`src/rtl/pas_pkg.sv`:
```
// Package: shared types of the program address sequencer.
// Assumes: a single load source is selected per cycle by the top module.
package pas_pkg;
    typedef enum logic [2:0] {
        LD_HOLD,
        LD_INC,
        LD_LOW,
        LD_JUMP,
        LD_RET,
        LD_VEC
    } load_sel_t;
endpackage

```
`src/rtl/pas_ret_stack.sv`:
```
// Module: circular return-address stack.
// A push writes the slot under the pointer and moves the pointer up.
// A pop moves the pointer down. The entry below the pointer is always presented.
// Assumes: DEPTH is a power of two, so the pointer wraps without extra logic.
// Assumes: push and pop are never high together.
module pas_ret_stack #(
    parameter int DEPTH = 8,
    parameter int W     = 13
) (
    input  logic         clk,
    input  logic         rst_n,
    input  logic         push,
    input  logic         pop,
    input  logic [W-1:0] din,
    output logic [W-1:0] top
);
    localparam int PTR_W = $clog2(DEPTH);

    logic [W-1:0]     mem_q [DEPTH];
    logic [PTR_W-1:0] ptr_q;
    logic [PTR_W-1:0] below;

    // Slot holding the most recent push.
    always_comb below = ptr_q - 1'b1;

    assign top = mem_q[below];

    // Pointer moves up on push and down on pop, wrapping modulo DEPTH.
    always_ff @(posedge clk) begin
        if (!rst_n)    ptr_q <= '0;
        else if (push) ptr_q <= ptr_q + 1'b1;
        else if (pop)  ptr_q <= below;
    end

    // One storage register per slot; a push overwrites whatever the slot held.
    for (genvar g = 0; g < DEPTH; g++) begin : g_slot
        always_ff @(posedge clk) begin
            if (!rst_n)                             mem_q[g] <= '0;
            else if (push && ptr_q == PTR_W'(g))    mem_q[g] <= din;
        end
    end
endmodule

```
`src/rtl/pas_next_pc.sv`:
```
// Module: next program counter selection.
// Builds the candidate address for every load kind and picks one by sel.
// Assumes: the page latch is LAT_W = PC_W - LOW_W bits wide.
// The page bits for a short target are the top PC_W - TGT_W bits of the latch.
module pas_next_pc
    import pas_pkg::*;
#(
    parameter int PC_W  = 13,
    parameter int LOW_W = 8,
    parameter int TGT_W = 11,
    parameter int VEC   = 4
) (
    input  load_sel_t             sel,
    input  logic [PC_W-1:0]       pc,
    input  logic [PC_W-LOW_W-1:0] latch,
    input  logic [LOW_W-1:0]      lo_data,
    input  logic [TGT_W-1:0]      target,
    input  logic [PC_W-1:0]       stack_top,
    output logic [PC_W-1:0]       pc_next,
    output logic [PC_W-1:0]       pc_inc
);
    localparam int LAT_W  = PC_W - LOW_W;
    localparam int PAGE_W = PC_W - TGT_W;

    logic [PAGE_W-1:0] page;

    // Page bits used with a short branch target.
    always_comb page = latch[LAT_W-1 -: PAGE_W];

    // Increment wraps over the full counter width.
    always_comb pc_inc = pc + 1'b1;

    // One source per load kind.
    always_comb begin
        unique case (sel)
            LD_INC:  pc_next = pc_inc;
            LD_LOW:  pc_next = {latch, lo_data};
            LD_JUMP: pc_next = {page, target};
            LD_RET:  pc_next = stack_top;
            LD_VEC:  pc_next = PC_W'(VEC);
            default: pc_next = pc;
        endcase
    end
endmodule

```
`src/rtl/prog_addr_seq.sv`:
```
// Module: paged program address sequencer (top).
// Holds the program counter and the page latch.
// Applies one load per cycle by fixed priority and drives the fetch address.
// The fetch address is folded into MEM_WORDS.
// Assumes: MEM_WORDS is a power of two no larger than 2**PC_W.
// Assumes: STACK_DEPTH is a power of two.
module prog_addr_seq
    import pas_pkg::*;
#(
    parameter int PC_W        = 13,
    parameter int LOW_W       = 8,
    parameter int TGT_W       = 11,
    parameter int STACK_DEPTH = 8,
    parameter int MEM_WORDS   = 8192,
    parameter int IRQ_VEC     = 4
) (
    input  logic                  clk,
    input  logic                  rst_n,
    input  logic                  adv,
    input  logic                  lo_wr,
    input  logic [LOW_W-1:0]      lo_wdata,
    input  logic                  hi_wr,
    input  logic [PC_W-LOW_W-1:0] hi_wdata,
    input  logic                  jump,
    input  logic                  call,
    input  logic                  ret,
    input  logic                  irq_take,
    input  logic [TGT_W-1:0]      target,
    output logic [PC_W-1:0]       fetch_addr,
    output logic [LOW_W-1:0]      pc_lo
);
    localparam int LAT_W  = PC_W - LOW_W;
    localparam int MEM_AW = $clog2(MEM_WORDS);

    logic [PC_W-1:0]  pc_q;
    logic [LAT_W-1:0] latch_q;
    logic [PC_W-1:0]  pc_next;
    logic [PC_W-1:0]  pc_inc;
    logic [PC_W-1:0]  stack_top;
    load_sel_t        sel;
    logic             do_push;
    logic             do_pop;

    // Fixed priority picks a single load kind per cycle.
    always_comb begin
        if (irq_take)          sel = LD_VEC;
        else if (ret)          sel = LD_RET;
        else if (call || jump) sel = LD_JUMP;
        else if (lo_wr)        sel = LD_LOW;
        else if (adv)          sel = LD_INC;
        else                   sel = LD_HOLD;
    end

    // Stack traffic follows the selected load, not the raw strobes.
    always_comb begin
        do_push = irq_take || (!ret && call);
        do_pop  = !irq_take && ret;
    end

    pas_next_pc #(
        .PC_W (PC_W),
        .LOW_W(LOW_W),
        .TGT_W(TGT_W),
        .VEC  (IRQ_VEC)
    ) u_next (
        .sel      (sel),
        .pc       (pc_q),
        .latch    (latch_q),
        .lo_data  (lo_wdata),
        .target   (target),
        .stack_top(stack_top),
        .pc_next  (pc_next),
        .pc_inc   (pc_inc)
    );

    pas_ret_stack #(
        .DEPTH(STACK_DEPTH),
        .W    (PC_W)
    ) u_stack (
        .clk  (clk),
        .rst_n(rst_n),
        .push (do_push),
        .pop  (do_pop),
        .din  (pc_inc),
        .top  (stack_top)
    );

    // Program counter register.
    always_ff @(posedge clk) begin
        if (!rst_n) pc_q <= '0;
        else        pc_q <= pc_next;
    end

    // Page latch: written only by its own strobe.
    always_ff @(posedge clk) begin
        if (!rst_n)     latch_q <= '0;
        else if (hi_wr) latch_q <= hi_wdata;
    end

    assign pc_lo = pc_q[LOW_W-1:0];

    // Fold the fetch address into the implemented memory size.
    if (MEM_AW < PC_W) begin : g_fold
        assign fetch_addr = {{(PC_W-MEM_AW){1'b0}}, pc_q[MEM_AW-1:0]};
    end else begin : g_full
        assign fetch_addr = pc_q;
    end
endmodule

```
`config.mk`:
```
export PLATFORM = sky130hd
export DESIGN_NAME = prog_addr_seq
export DESIGN_NICKNAME = d
export VERILOG_FILES = /design/src/rtl/pas_pkg.sv /design/src/rtl/pas_ret_stack.sv /design/src/rtl/pas_next_pc.sv /design/src/rtl/prog_addr_seq.sv
export SDC_FILE = /design/constraint.sdc
export NUM_CORES = 1
export LEC_CHECK = 0
export CAP_MARGIN = 20
export CORE_UTILIZATION = 55
export DETAILED_ROUTE_END_ITERATION = 16
export GPL_TIMING_DRIVEN = 0
export HOLD_SLACK_MARGIN = 0.12
export PLACE_DENSITY = 0.86
export SETUP_SLACK_MARGIN = 0.1
export SLEW_MARGIN = 25
export SYNTH_ARGS = -nofsm -noshare
export SYNTH_HDL_FRONTEND = slang
export SYNTH_SLANG_ARGS = --single-unit
```
`constraint.sdc`:
```
create_clock -name clk -period 7.4 [get_ports clk]
set_clock_uncertainty 0.1 [all_clocks]
set_input_delay 1.85 -clock clk [delete_from_list [all_inputs] [get_ports clk]]
set_output_delay 1.85 -clock clk [all_outputs]
set_load 0.1 [all_outputs]
```
# Word level (Yosys, flattened, before mapping)
# Memory sizes are Yosys's and may differ from the RTL's.
# Cells that the tools add are included.
totals:
  regBits: 21
  ram_bits: 104
  input_bits: 33
  wordCells: 85
  mem_count: 1
op_classes:
  add_sub_neg: 3
  n_eq_ne: 12
  mux: 41
  bitwise_logic: 8
  reduce_logical: 17
mem_list:
  columns: ["memory", "depth", "word_bits", "read_ports", "rd_ports_with_merged_regs", "wr", "line_no", "source"]
  rows:
  - ["u_stack.mem_q", 8, 13, 1, 0, 8, "pas_ret_stack.sv:19", "logic [W-1:0] mem_q [DEPTH];"]
op_table:
  columns: ["operator", "count"]
  rows:
  - ["2-to-1 mux 13 bit", 8]
  - ["case mux 13 bit (5 select lines)", 1]
  - ["2-to-1 mux 1 bit", 26]
  - ["== test 3 bit, second input constant", 6]
  - ["adder 13 x 1 -> 13 bit, second input constant", 1]
  - ["== test 3 x 2 -> 1 bit, second input constant", 4]
  - ["2-to-1 mux 3 bit", 4]
  - ["logical AND 1 bit", 10]
  - ["OR 1 bit", 8]
  - ["== test 3 x 1 -> 1 bit, second input constant", 2]
  - ["nonzero test 5 bit", 1]
  - ["2-to-1 mux 2 bit", 2]
  - ["adder 3 x 1 -> 3 bit, second input constant", 1]
  - ["logical NOT 3 bit", 1]
  - ["subtractor 3 x 1 -> 3 bit, second input constant", 1]
  - ["logical NOT 1 bit", 2]
  - ["logical OR 1 bit", 2]
  - ["nonzero test 2 bit", 1]

# Logic depth before layout (Yosys ltp)
depth:
  depth_word: 8
  mapped_depth: 11

# By module
# Synthesis repeated with hierarchy kept, for this count alone.
hier_totals:
  hier_cells: 616
  hier_area_um2: 6835.3
modules_own_cells:
  columns: ["mod", "n_inst", "cells_each", "area_each_um2", "seq_area_each_um2"]
  rows:
  - ["pas_ret_stack", 1, 405, 5167.5, 3183.1]
  - ["pas_next_pc", 1, 151, 1017.2, 0.0]
  - ["prog_addr_seq", 1, 60, 650.6, 360.3]

# Least setup slack after synthesis
# Ideal clock, no wire load.
synth_path:
  path_kind: "register to output"
  from: "reg pc_q[4] (netlist: fetch_addr[4])"
  to: "out pc_lo[4]"
  arrival_time_ns: 1.484
  slack_ns: 3.966
  stages_incl_launch_ff: 2
  path_buffers: 1
  path_cell_list: "dfxtp_1 -> buf_4"
synth_rtl:
  columns: ["element", "line_no", "source"]
  rows:
  - ["start, declared", "prog_addr_seq.sv:35", "logic [PC_W-1:0] pc_q;"]
  - ["start signal, assigned", "prog_addr_seq.sv:91", "else pc_q <= pc_next;"]
  - ["end, declared", "prog_addr_seq.sv:30", "output logic [LOW_W-1:0] pc_lo"]
# No word-level cell between the ends.

# Worst setup path in the final report
layout_path:
  from: "reg pc_q[4] (netlist: fetch_addr[4])"
  to: "out pc_lo[4]"
# No word-level cell between the ends.

==> results summary <==
The finished layout holds 749 standard cells, fillers aside. The mean instance size in the synthesized netlist is 11.7 sq um. The share of the clock period used by the worst path came out at 57.6%. The region available for standard cell placement spans 0.0109 sq mm. The worst ir drop on vdd is 0.138 mV. At the pin with the least slew margin, the transition time is 0.984 ns.

The count of nets left with antenna violations after detail routing came out at 0. The type of element capturing the critical path is an output pin. For this run, the detailed router's first-pass iteration total came to 5. The worst setup path is launched from a register.

In this run the most used layer during global routing was met2. The top cell type by total area after synthesis is edfxtp_1. The maximum buffer depth of the clock tree came out at 2. The worst setup margin is 3.14 ns. The power spent charging and discharging nets is 0.000575 W.

The clock net in this run drives a total of 125 sinks. The switching share of total power came out at 28.4%. The worst register-to-register path has a depth of 10.

The met2 usage is 49.2%. The delay of the slowest critical-path stage came out at 1.12 ns. The fraction of post-synthesis cell area in the top cell type by area is 50.6%. For met3 alone, demand over resource in global routing was 7.47%. The final setup TNS is 0 ns. Clock-pin slew was measured on the worst setup and hold paths at 0.06 ns.

The count of cell types in the netlist came out at 47. For the worst setup path, the data required time is 5.45 ns. For this run, the share of the core covered by cells in the final layout is 68.1%.

Along the worst path, the maximum fanout reaches 7. The signal on the critical path passes through buf_4 > clkdlybuf4s50_1. The total of flip-flops plus latches after synthesis is 125. The remaining max-slew budget at the tightest pin came out at 34.2%. The latest clock arrival within the worst-skew pair is 0.54 ns. The final layout contains routed wiring with a total length of 16100 microns. CTS placed an instance of clkbuf_8 at the clock tree root. The maximum level of the CTS H-tree is 4. The vertical extent of the die is 108 microns. The fraction of layout cells with a size suffix above 1 came out at 14.4%.

The number of synthesized flops with an enable pin is 104. The post-cts resize count is 0. The share of the Yosys chip area taken by registers is 57.4%. The average routed wire per standard cell came out at 21.5 microns. The final period demand of the worst path came out at 4.26 ns. Summing every instance area after synthesis gives 0.00617 sq mm. The slowest stage of the critical path belongs to the cell clkdlybuf4s50_1. The count of unresolved DRC violations after routing is 0. The area overhead of the layout relative to synthesis is 20.2%. The analysis attributes to cell leakage a power of 2.74 nW. At the placement stage, the worst setup path has a slack of 3.02 ns. The number of clock buffers inserted by TritonCTS is 17.

The final number of max-transition violations is 0. The routed layout has 4632 vias. The number of fill cells is 736. The number of DRC violations after detailed-routing iteration 0 came out at 471.

The total track usage is 30.0%. The leading cell type in the layout, fill and taps excluded is nor2_1. The global-route track usage on met1 is 36.3%. The clock network is responsible for 40.1% of the overall power. Setup repair after global routing left no endpoint under its margin.

The die covers 0.0117 sq mm. The number of cells traversed by the worst hold path came out at 2. The number of cells on the critical path is 2. The top cell types in the final layout, fill and taps aside, are nor2_1, edfxtp_1, clkdlybuf4s50_1, nand2_1, dfxtp_1.

Broken down by cell family, the worst path's largest delay share belongs to buffers and inverters. The total congestion overflow after global routing is 0. The first global-routing pass estimated 24900 microns of wire. The path class of the tightest hold or removal check is reg2reg. Entering global routing, the biggest net connects 17 pins. The sequential cell fraction of total power is 41.1%.

Yosys attributes the largest share of cell area to edfxtp_1, nor2_1, dfxtp_1. The count of hold-fix buffers inserted at cts came out at 0. The total power after layout is 0.00202 W. The initial antenna violation count came out at 0. The setup fix buffers added after clock tree synthesis is 0. The antenna diode count is 0. The number of endpoints with negative hold slack in the final report came out at 0. STA puts the critical path data arrival time at 2.31 ns. In the final design database the tool counted 637 nets.

Synthesis produced 527 cells. In the routed layout, each cell is associated on average with a via count of 6.18. The internal power of the cells is 0.00145 W. The number of buffer and inverter stages on the critical path came out at 2. The share of total power dissipated in combinational logic is 18.8%. The power per cell area came out at 273 mW/mm^2. Setup violations remaining at the end of the flow were counted as 0.

The maximum clock rate came out at 235 MHz. The number of max-cap violations is 0. In the synthesized netlist the async set-or-reset flop fraction comes to 0%. Once the floorplan was initialized, standard cells occupied 56.7% of the core. The count of buffers from port buffering came out at 50. The number of global-route vias before repair came out at 4639. The critical path is of the reg2out type.

The number of top-level design ports is 54. The worst-case register-to-register setup slack is 3.76 ns. The number of nets produced by synthesis is 568. The final HPWL from detailed placement came out at 10800 microns. The cell total after placement came out at 717.

The floorplan has 38 rows. The congestion estimate from routability-driven global placement came to 0.885. The dominant synthesized flop cell is edfxtp_1. TritonCTS built the clock tree.

The total number of yosys warnings came out at 0. The flow ran to the end, and the final reports show no timing, DRC or antenna violations. From left edge to right edge, the die measures 108 microns.
## cells in the mapped netlist, types with 2 or more instances
cell,n
nor2_1,133
edfxtp_1,104
nand2_1,42
dfxtp_1,21
a31oi_1,18
mux4_2,18
buf_2,17
inv_1,16
clkbuf_1,14
nand3_1,14
mux2i_1,13
xor2_1,13
nand4_1,12
buf_4,11
xnor2_1,10
o221ai_1,9
ha_1,8
nor3_1,7
a21oi_1,6
mux4_1,4
nor2b_1,3
o21ai_0,3
a41oi_1,2
and3_1,2
buf_6,2
clkinv_1,2
nor3_4,2
xnor2_2,2
## layout make-up
class                      instances  area [sq um]  share of cell area, %
sequential                       125          3540                   47.8
clock buffer                      18           418                   5.63
multi-input combinational        338          2300                   31.0
clock inverter                    14           151                   2.04
buffer                            46           262                   3.53
timing repair buffer              50           500                   6.75
inverter                          18          67.6                  0.911
tap                              140           175                   2.36
## state kept, by name, indices dropped and copies added (netlist names)
| register | cells |
|---|---|
| latch_q | 5 |
| u_stack.ptr_q | 3 |
| u_stack.mem_q | 104 |
| fetch_addr | 13 |
## worst paths after layout
path                                       start             to
worst max-delay path               fetch_addr[4]       pc_lo[4]
worst min-delay path                  latch_q[0]     latch_q[0]
worst max register to register  u_stack.ptr_q[0]  fetch_addr[1]
worst min register to register        latch_q[0]     latch_q[0]
## routing by layer
layer / routed length (microns) / vias to the layer above
met5: 0 / -
met3: 1690 / 66
li1: - / 2020
met4: 696 / 0
met2: 7870 / 331
met1: 5880 / 2215
## worst reg2reg max path, stage by stage, from the launching register on
cell     delay [ns]
dfxtp_1        0.40
buf_2          0.39
buf_2          0.38
inv_1          0.25
ha_1           0.36
buf_2          0.21
buf_2          0.32
buf_2          0.38
mux4_2         0.42
mux2i_1        0.19
a21oi_1        0.10
## through the flow
stage,instance area [sq um],hold WS [ns]
final,7420,0.397
after global routing,7420,0.444
after CTS,7420,0.403
after detailed placement,6850,0.390
after global placement,6850,0.376
after floorplan,6170,0.360
## logic make-up (layout without fill, tap and decap cells)
logic type	after synthesis	after routing	share of synthesized area [%]
buffers and inverters	64	146	5.33
multiplexers	35	35	10.4
flip-flops	125	125	57.4
adder cells (fa/ha/maj)	8	8	1.62
AO/OA/AOI/OAI	47	47	5.78
AND/OR/NAND/NOR	222	222	15.4
XOR/XNOR	26	26	4.05
## power by group through the flow
stage | Sequential [W] | Combinational [W] | Clock, W
after detailed placement | 0.000844 | 0.000370 | 0
final | 0.000831 | 0.000381 | 0.000811
after floorplan | 0.000877 | 0.000227 | 0
after CTS | 0.000831 | 0.000376 | 0.000807
after global routing | 0.000835 | 0.000398 | 0.000838
after global placement | 0.000840 | 0.000362 | 0
(Power assumes the default switching activity.)
